==> src/rtl/blkcopy_pkg.sv <==
package blkcopy_pkg;
    typedef enum logic [2:0] {
        ST_IDLE,
        ST_LOAD,
        ST_PRE_SRC,
        ST_PRE_DST,
        ST_RD,
        ST_WR,
        ST_FIN,
        ST_HALT
    } cp_state_t;
endpackage

==> src/rtl/blkcopy_ctx.sv <==
module blkcopy_ctx #(
    parameter int AW = 32,
    parameter int CW = 16
) (
    input  logic          clk,
    input  logic          rst_n,
    input  logic          load,
    input  logic          step,
    input  logic [AW-1:0] src_in,
    input  logic [AW-1:0] dst_in,
    input  logic [CW-1:0] cnt_in,
    output logic [AW-1:0] src_q,
    output logic [AW-1:0] dst_q,
    output logic [CW-1:0] cnt_q
);
    always_ff @(posedge clk or negedge rst_n) begin
        if (!rst_n) begin
            src_q <= '0;
            dst_q <= '0;
            cnt_q <= '0;
        end else if (load) begin
            src_q <= src_in;
            dst_q <= dst_in;
            cnt_q <= cnt_in;
        end else if (step) begin
            src_q <= src_q + AW'(1);
            dst_q <= dst_q + AW'(1);
            cnt_q <= cnt_q - CW'(1);
        end
    end

    AST_LOAD_TAKES: assert property (@(posedge clk) disable iff (!rst_n)
        load |=> (src_q == $past(src_in) && dst_q == $past(dst_in) && cnt_q == $past(cnt_in)));
    AST_STEP_MOVES: assert property (@(posedge clk) disable iff (!rst_n)
        (step && !load) |=> (src_q == $past(src_q) + AW'(1) && dst_q == $past(dst_q) + AW'(1)
                            && cnt_q == $past(cnt_q) - CW'(1)));
endmodule

==> src/rtl/blkcopy_irq_gate.sv <==
module blkcopy_irq_gate (
    input  logic interruptible,
    input  logic irq,
    input  logic irq_mask,
    input  logic nmi,
    output logic take
);
    logic maskable_live;

    always_comb begin
        maskable_live = irq & ~irq_mask;
        take          = interruptible & (nmi | maskable_live);
    end
endmodule

==> src/rtl/blkcopy_engine.sv <==
module blkcopy_engine
    import blkcopy_pkg::*;
#(
    parameter int AW = 32,
    parameter int CW = 16,
    parameter int DW = 8
) (
    input  logic          clk,
    input  logic          rst_n,
    input  logic          start,
    input  logic [AW-1:0] src_in,
    input  logic [AW-1:0] dst_in,
    input  logic [CW-1:0] cnt_in,
    input  logic          atomic_mode,
    input  logic          irq,
    input  logic          irq_mask,
    input  logic          nmi,
    output logic          mem_rd,
    output logic          mem_wr,
    output logic [AW-1:0] mem_addr,
    output logic [DW-1:0] mem_wdata,
    input  logic [DW-1:0] mem_rdata,
    output logic [AW-1:0] src_ptr,
    output logic [AW-1:0] dst_ptr,
    output logic [CW-1:0] count,
    output logic          done,
    output logic          suspended
);
    localparam logic [CW-1:0] LAST_ONE = CW'(1);

    cp_state_t state, state_nx;
    logic      atomic_q;
    logic      take_req;
    logic      ld_ctx;
    logic      step_ctx;

    // operand / live context registers
    blkcopy_ctx #(.AW(AW), .CW(CW)) u_ctx (
        .clk    (clk),
        .rst_n  (rst_n),
        .load   (ld_ctx),
        .step   (step_ctx),
        .src_in (src_in),
        .dst_in (dst_in),
        .cnt_in (cnt_in),
        .src_q  (src_ptr),
        .dst_q  (dst_ptr),
        .cnt_q  (count)
    );

    blkcopy_irq_gate u_gate (
        .interruptible (~atomic_q),
        .irq           (irq),
        .irq_mask      (irq_mask),
        .nmi           (nmi),
        .take          (take_req)
    );

    // state register and latched mode
    always_ff @(posedge clk or negedge rst_n) begin
        if (!rst_n) begin
            state    <= ST_IDLE;
            atomic_q <= 1'b0;
        end else begin
            state <= state_nx;
            if (ld_ctx) atomic_q <= atomic_mode;
        end
    end

    // next-state logic
    always_comb begin
        state_nx = state;
        unique case (state)
            ST_IDLE:    if (start) state_nx = ST_LOAD;
            ST_LOAD:    state_nx = ST_PRE_SRC;
            ST_PRE_SRC: state_nx = ST_PRE_DST;
            ST_PRE_DST: state_nx = (count == '0) ? ST_FIN : ST_RD;
            ST_RD:      state_nx = ST_WR;
            ST_WR: begin
                if (count == LAST_ONE) state_nx = ST_FIN;
                else if (take_req)     state_nx = ST_HALT;
                else                   state_nx = ST_RD;
            end
            ST_FIN:     state_nx = ST_IDLE;
            ST_HALT:    state_nx = ST_IDLE;
            default:    state_nx = ST_IDLE;
        endcase
    end

    // outputs decoded from state
    always_comb begin
        ld_ctx    = (state == ST_IDLE) && start;
        step_ctx  = (state == ST_WR);
        mem_rd    = 1'b0;
        mem_wr    = 1'b0;
        mem_addr  = '0;
        mem_wdata = '0;
        done      = 1'b0;
        suspended = 1'b0;
        unique case (state)
            ST_PRE_SRC, ST_RD: begin
                mem_rd   = 1'b1;
                mem_addr = src_ptr;
            end
            ST_PRE_DST: begin
                mem_rd   = 1'b1;
                mem_addr = dst_ptr;
            end
            ST_WR: begin
                mem_wr    = 1'b1;
                mem_addr  = dst_ptr;
                mem_wdata = mem_rdata;
            end
            ST_FIN:  done      = 1'b1;
            ST_HALT: suspended = 1'b1;
            default: ;
        endcase
    end

    AST_PORT_EXCL: assert property (@(posedge clk) disable iff (!rst_n)
        !(mem_rd && mem_wr));
    AST_WR_AFTER_RD: assert property (@(posedge clk) disable iff (!rst_n)
        mem_wr |-> $past(mem_rd));
    AST_DUMMY_ORDER: assert property (@(posedge clk) disable iff (!rst_n)
        (state == ST_PRE_DST) |-> ($past(state) == ST_PRE_SRC && mem_addr == dst_ptr));
    AST_PULSE_EXCL: assert property (@(posedge clk) disable iff (!rst_n)
        !(done && suspended));
    AST_DONE_SINGLE: assert property (@(posedge clk) disable iff (!rst_n)
        done |=> !done);
    AST_SUSP_SINGLE: assert property (@(posedge clk) disable iff (!rst_n)
        suspended |=> !suspended);
    AST_DONE_EMPTY: assert property (@(posedge clk) disable iff (!rst_n)
        done |-> (count == '0));
    AST_SUSP_LEFT: assert property (@(posedge clk) disable iff (!rst_n)
        suspended |-> (count != '0));
    AST_SUSP_CAUSE: assert property (@(posedge clk) disable iff (!rst_n)
        suspended |-> $past(nmi || (irq && !irq_mask)));
    AST_ATOMIC_HOLD: assert property (@(posedge clk) disable iff (!rst_n)
        suspended |-> !atomic_q);
endmodule

==> config.mk <==
export PLATFORM = sky130hd
export DESIGN_NAME = blkcopy_engine
export DESIGN_NICKNAME = d
export VERILOG_FILES = /design/src/rtl/blkcopy_pkg.sv /design/src/rtl/blkcopy_ctx.sv /design/src/rtl/blkcopy_irq_gate.sv /design/src/rtl/blkcopy_engine.sv
export SDC_FILE = /design/constraint.sdc
export NUM_CORES = 1
export LEC_CHECK = 0
export ABC_AREA = 1
export BUFFER_PORTS_ARGS = -buffer_cell sky130_fd_sc_hd__clkbuf_2
export CELL_PAD_IN_SITES_DETAIL_PLACEMENT = 2
export CELL_PAD_IN_SITES_GLOBAL_PLACEMENT = 2
export CORE_UTILIZATION = 23
export CTS_CLUSTER_SIZE = 28
export DETAILED_ROUTE_END_ITERATION = 6
export GPL_TIMING_DRIVEN = 1
export PLACE_DENSITY_LB_ADDON = 0.1
export SLEW_MARGIN = 20
export SYNTH_ARGS = -nofsm -noshare
export SYNTH_HDL_FRONTEND = slang
export SYNTH_SLANG_ARGS = --single-unit
==> constraint.sdc <==
create_clock -name clk -period 1.4 [get_ports clk]
set_input_delay 0.07 -clock clk [delete_from_list [all_inputs] [get_ports clk]]
set_output_delay 0.07 -clock clk [all_outputs]
set_load 0.1 [all_outputs]
Yosys cells after proc, flatten, opt, wreduce, memory -nomap -nowiden
Index checks and enable logic that the tools add are counted.
- bits in registers: 84
- logic and storage cells: 47
- output and inout bits: 124
- input bits: 95
- bitwise logic cells: 5
- equal/unequal tests: 9
- add/subtract/negate cells: 3
- reductions and logical operators: 8
- muxes and demuxes: 17
- operator list (kind ; count):
    $mux W32 ; 4
    $add A32 B1 Y32 const B ; 2
    $pmux W32 S2 ; 1
    $mux W16 ; 2
    $pmux W3 S7 ; 1
    $eq A16 B1 Y1 const B ; 1
    $logic_not A16 Y1 ; 1
    $sub A16 B1 Y16 const B ; 1
    $eq A3 B3 Y1 const B ; 4
    $mux W8 ; 1
    $eq A3 B2 Y1 const B ; 2
    $mux W2 ; 3
    $reduce_or A2 Y1 ; 3
    $mux W1 ; 4
    $eq A3 B1 Y1 const B ; 1
    $logic_not A3 Y1 ; 1
    $mux W3 ; 1
    $reduce_or A3 Y1 ; 1
    $and A1 B1 Y1 ; 2
    $ne A2 B2 Y1 const B ; 1
    $not A1 Y1 ; 2
    $reduce_bool A2 Y1 ; 1
    $logic_and A1 B1 Y1 ; 1
    $or A1 B1 Y1 ; 1

Depth between registers and ports, before layout
- depth in word-level cells: 7
- mapped depth: 10
- gate-level depth less buffers: 10

Cells and area by module
A second synthesis with hierarchy kept.
- cell total of the unflattened synthesis: 1017
- area total of the unflattened synthesis: 6512.5 um^2
- by module, submodules not included (module ; cells an instance ; times used ; seq. area each (um^2) ; area each (um^2)):
    blkcopy_ctx ; 834 ; 1 ; 2001.9 ; 5600.4
    blkcopy_engine ; 178 ; 1 ; 100.1 ; 888.4
    blkcopy_irq_gate ; 5 ; 1 ; 0.0 ; 23.8

Least setup slack after synthesis
Ideal clock, no wire load.
- path kind: register -> output
- from: reg u_ctx.dst_q[6]
- to: out mem_addr[6]
- arrival time: 3265 ps
- cell stages (with the launch flop): 3
- slack: -1935 ps
- data required time: 1330 ps
- buffers on the path: 0
- cell sequence: dfrtp_1 > inv_1 > o21ai_0
- cells in the longest elaborated chain, start to end: 1
- ends and longest elaborated chain (what ; RTL line ; text):
    start, declared ; blkcopy_ctx.sv:13 ; output logic [AW-1:0] dst_q,
    start signal, assigned ; blkcopy_ctx.sv:23 ; dst_q <= dst_in;
    start signal, assigned ; blkcopy_ctx.sv:27 ; dst_q <= dst_q + AW'(1);
    $pmux W32 S2 ; blkcopy_engine.sv:100 ; unique case (state)
    end, declared ; blkcopy_engine.sv:20 ; output logic [AW-1:0] mem_addr,
No other way between the ends.

Final worst setup path
- from: reg state[0]
- to: reg u_ctx.src_q[16]
- cells in the longest elaborated chain, start to end: 3
- elaborated cells on any way between the ends: 5
- classes of those cells: 1 x eq/ne; 1 x mux; 3 x reduce/logical
- ends and longest elaborated chain (what ; RTL line ; text):
    start, declared ; blkcopy_engine.sv:31 ; cp_state_t state, state_nx;
    start signal, assigned ; blkcopy_engine.sv:65 ; state <= state_nx;
    $logic_not A3 Y1 ; blkcopy_engine.sv:92 ; ld_ctx = (state == ST_IDLE) && start;
    $logic_and A1 B1 Y1 ; blkcopy_engine.sv:92 ;
    $mux W32 / $reduce_bool A2 Y1 (equally long branches) ; -- ;
    end signal, assigned ; blkcopy_ctx.sv:22 ; src_q <= src_in;
    end signal, assigned ; blkcopy_ctx.sv:26 ; src_q <= src_q + AW'(1);
    end, declared ; blkcopy_ctx.sv:12 ; output logic [AW-1:0] src_q,
Parallel ways exist; a longest one is shown, timed or not.
A chain may end at the register's enable or synchronous reset.

==> summary.md <==
| Metric | Value |
|---|---|
| Fin util | 53.32% |
| Skew final | 0.01138 ns |
| Core region area | 0.02809 mm2 |
| Reg2reg end | u_ctx.src_q[16]$_DFFE_PN0P_ |
| CTS Buf Count | 9 |
| R2R depth | 9 |
| CTS tree | yes |
| Final WL | 69270 um |
| Share of cells above drive strength 1 | 60.56% |
| CP arrival | around 2.3 ns |
| Vias in the first global route | ~12000 |
| Tmin final | 2.075 ns |
| Worst path top cell family by delay | simple AND/OR/NAND/NOR gates |
| Register-to-register setup slack | -0.68 ns |
| Leading cell types by count after synthesis | nand2_1, nor2_1, inv_1 |
| Worst Hold Class | input pin to flip-flop |
| WHS Endpoint | u_ctx.dst_q[10]$_DFFE_PN0P_ |
| Critical Path, Cell by Cell | buf_6 > nor2_4 > nand3_4 > buf_6 > buf_6 > buf_16 > or2_0 > nand3_1 > nand2_1 |
| Row cnt | 61 |
| Hold path start | dst_in[10] |
| Netlist cell types | 39 |
| Drt drc | 0 |
| Asr flop ratio synth | 100.0% |
| Yosys warns | 0 |
| Top post-synthesis cells by area | dfrtp_1, nand2_1, nor2_1 |
| Hold depth | 3 |
| Critical Path End Type | flip-flop |
| Via density | 5.776 |
| GRT overflow | 0 |
| Final setup fails | between 100 and 150 |
| Status | finished with violations |
| Pre-antenna DRT Iters | 5 |
| Final Cycle Share | 148.2% |
| CTS sink count | 84 |
| Maxcap violations | 0 |
| Met2 usage | 70.87% |
| Yosys reg bits | 84 |
| Most frequent cell on the critical path | buf_6 |
| Via count | 11320 |
| IO Port Bufs | 218 |
| Ports | around 220 |
| Failing checks | negative hold slack, negative setup slack |
| Avg Cell Area, Syn | between 6 and 7 um2 |
| Max clock buf depth | 2 |
| Post-place setup slack | -0.2172 ns |
| Fmax | about 0.48 GHz |
| Die Y-Extent | 171.9 um |
| Chip width | between 150 and 200 um |
| GPL Wtd Cong | 0.8808 |
| Critical path type | flip-flop to flip-flop |
| Post-synth top area share | 31.67% |
| GRT Util Overall | 40.40% |
| Slowest cell on the critical path | dfrtp_2 |
| Met3 Track Usage GR | under 10% |
| Mapped cell area | about 0.0066 mm2 |
| RR Startpoint | state[0]$_DFFE_PN0P_ |
| Post-synth EDFFs | 0 |
| Max-slew headroom | approximately 56% |
| Post-Syn Nets | 1187 |
| FILL cells | 2978 |
| Synth area leader | dfrtp_1 |
| Number of antenna diodes | 0 |
| Largest net degree at the start of global routing | 41 |
| GRT met1 Usage | between 40% and 50% |
| Critical Path Max Stage Delay | 0.46 ns |
| Post-Synthesis Cells | 1088 |
| Starting Density | a little under a quarter |
| Initial antenna violation count | 1 |
| Root buf cell | clkbuf_16 |
| Post-DP HPWL | about 31000 um |
| Count leader, synth | nand2_1 |
| H-Tree Depth | 3 |
| Post-route worst setup slack | -0.6754 ns |
| Bufs and invs on worst path | 4 |
| First-pass GRT wire length | 85310 um |
| Fraction of the yosys area taken by sequential cells | 31.67% |
| Startpoint Class | flip-flop |
| DRT antenna net count | 0 |
| Top FF cell, synth | dfrtp_1 |
| Layout Nets | 1676 |
| RSZ-0062 raised after global routing | yes |
| Worst-Margin Slew | 0.6530 ns |
| Final Hold Fails | 2 |
| Skew-Pair Late Insertion Delay | 0.39 ns |
| Initial drt markers | 914 |
| Drt wl/cell | 35.34 um |
| Clock Pin Slew Worst Setup and Hold Paths | roughly 0.080 ns |
| Max-slew violations | 0 |
| DIE AREA | 0.02954 mm2 |
| GR peak layer | met2 |
| Area growth syn-to-layout | 125.7% |
| Worst-path fanout max | 7 |
| Worst hold slack | -0.01183 ns |
| Critical Path RT | 1.65 ns |
[worst reg2reg max path, cell delays in order (launching register included)]
cell	delay, ns
dfrtp_2	0.46
buf_6	0.15
nor2_4	0.11
nand3_4	0.16
buf_6	0.17
buf_6	0.13
buf_16	0.15
or2_0	0.25
nand3_1	0.24
nand2_1	0.13
[kinds of logic after synthesis]
logic type / after synthesis / synth area share [%]
buf+inv: 182 / 11.97
simple gates: 674 / 42.87
flops: 84 / 31.67
fa+ha+maj: 4 / 0.7542
xor+xnor: 6 / 0.7920
compound gates: 138 / 11.93
[worst max path at each step]
| stage | start | endpoint | slack (ns) | depth (start not counted) |
|---|---|---|---|---|
| finish | state[0]$_DFFE_PN0P_ | u_ctx.src_q[16]$_DFFE_PN0P_ | -0.68 | 9 |
| global route | u_ctx.src_q[19]$_DFFE_PN0P_ | u_ctx.src_q[27]$_DFFE_PN0P_ | -0.84 | 9 |
| CTS | state[1]$_DFFE_PN0P_ | mem_addr[24] | -0.49 | 8 |
| detailed placement | state[1]$_DFFE_PN0P_ | state[0]$_DFFE_PN0P_ | -0.22 | 7 |
| global placement | state[1]$_DFFE_PN0P_ | mem_addr[16] | -0.17 | 8 |
| floorplan | u_ctx.cnt_q[1]$_DFFE_PN0P_ | u_ctx.cnt_q[14]$_DFFE_PN0P_ | -0.26 | 9 |
[cell type report]
type                            instances  area [um2]  area share, %
Timing Repair Buffer                  518        5483          36.61
Clock inverter                          4       72.57         0.4846
Clock buffer                           12       246.5          1.646
Tap cell                              378       473.0          3.158
Multi-Input combinational cell        822        5737          38.31
Inverter                              142       581.8          3.885
Sequential cell                        84        2382          15.91
[metrics by stage]
step | area (um2) | TNS, ns | cells | hold WS (ns)
2_1_floorplan | 8039 | -12.71 | 1088 | -0.2256
3_3_place_gp | 11690 | -9.419 | 1824 | -0.006276
3_5_place_dp | 11690 | -14.05 | 1824 | -0.004507
4_1_cts | 14540 | -39.26 | 1948 | 0.00002484
5_1_grt | 14980 | -62.25 | 1960 | 0.01023
6_report | 14980 | -60.79 | 1960 | -0.01183
[metal layers]
layer  wire [um]  up-vias
met1       25570     5757
met5          23        -
li1            -     4476
met4        5201        4
met3        4966      357
met2       33520      727
[sequential cells by signal (all words and copies together) (netlist names)]
| name | cells |
|---|---|
| u_ctx.dst_q | 32 |
| u_ctx.src_q | 32 |
| u_ctx.cnt_q | 16 |
| state | 3 |
| atomic_q | 1 |
[timing repair]
item                       in CTS  in global routing
resized for setup             333                 91
cloned                         22                  0
setup endpoints to repair     133                137
hold endpoints to repair       84                  0
buffers inserted               66                 18
pin swaps                      89                 42
hold buffers                   20                  0
[cell usage in the layout, fill, tap and decap left out, types with 4 or more instances in the layout]
| cell type | n |
|---|---|
| nand3_2 | 29 |
| nand3_4 | 6 |
| o211ai_1 | 7 |
| o22ai_4 | 32 |
| nand2_8 | 4 |
| dlygate4sd3_1 | 20 |
| a21oi_2 | 10 |
| or2_0 | 6 |
| dfrtp_2 | 11 |
| buf_4 | 222 |
| nor2_1 | 78 |
| dfrtp_4 | 71 |
| o22ai_2 | 6 |
| nand2_1 | 247 |
| inv_2 | 14 |
| o21ai_1 | 20 |
| nor2_2 | 46 |
| nand2_4 | 32 |
| nand4_1 | 12 |
| clkbuf_2 | 96 |
| buf_8 | 18 |
| nor3_1 | 4 |
| inv_1 | 120 |
| o21ai_2 | 29 |
| nor2_4 | 36 |
| nand3_1 | 78 |
| buf_6 | 50 |
| buf_12 | 82 |
| clkbuf_4 | 6 |
| nand2_2 | 77 |
| clkbuf_16 | 9 |
| buf_16 | 22 |
| inv_4 | 4 |
| o21ai_4 | 10 |
| nor3_4 | 4 |
Power is not shown: default switching activity piles up to over one toggle a cycle in this logic, so the estimate is an artifact.
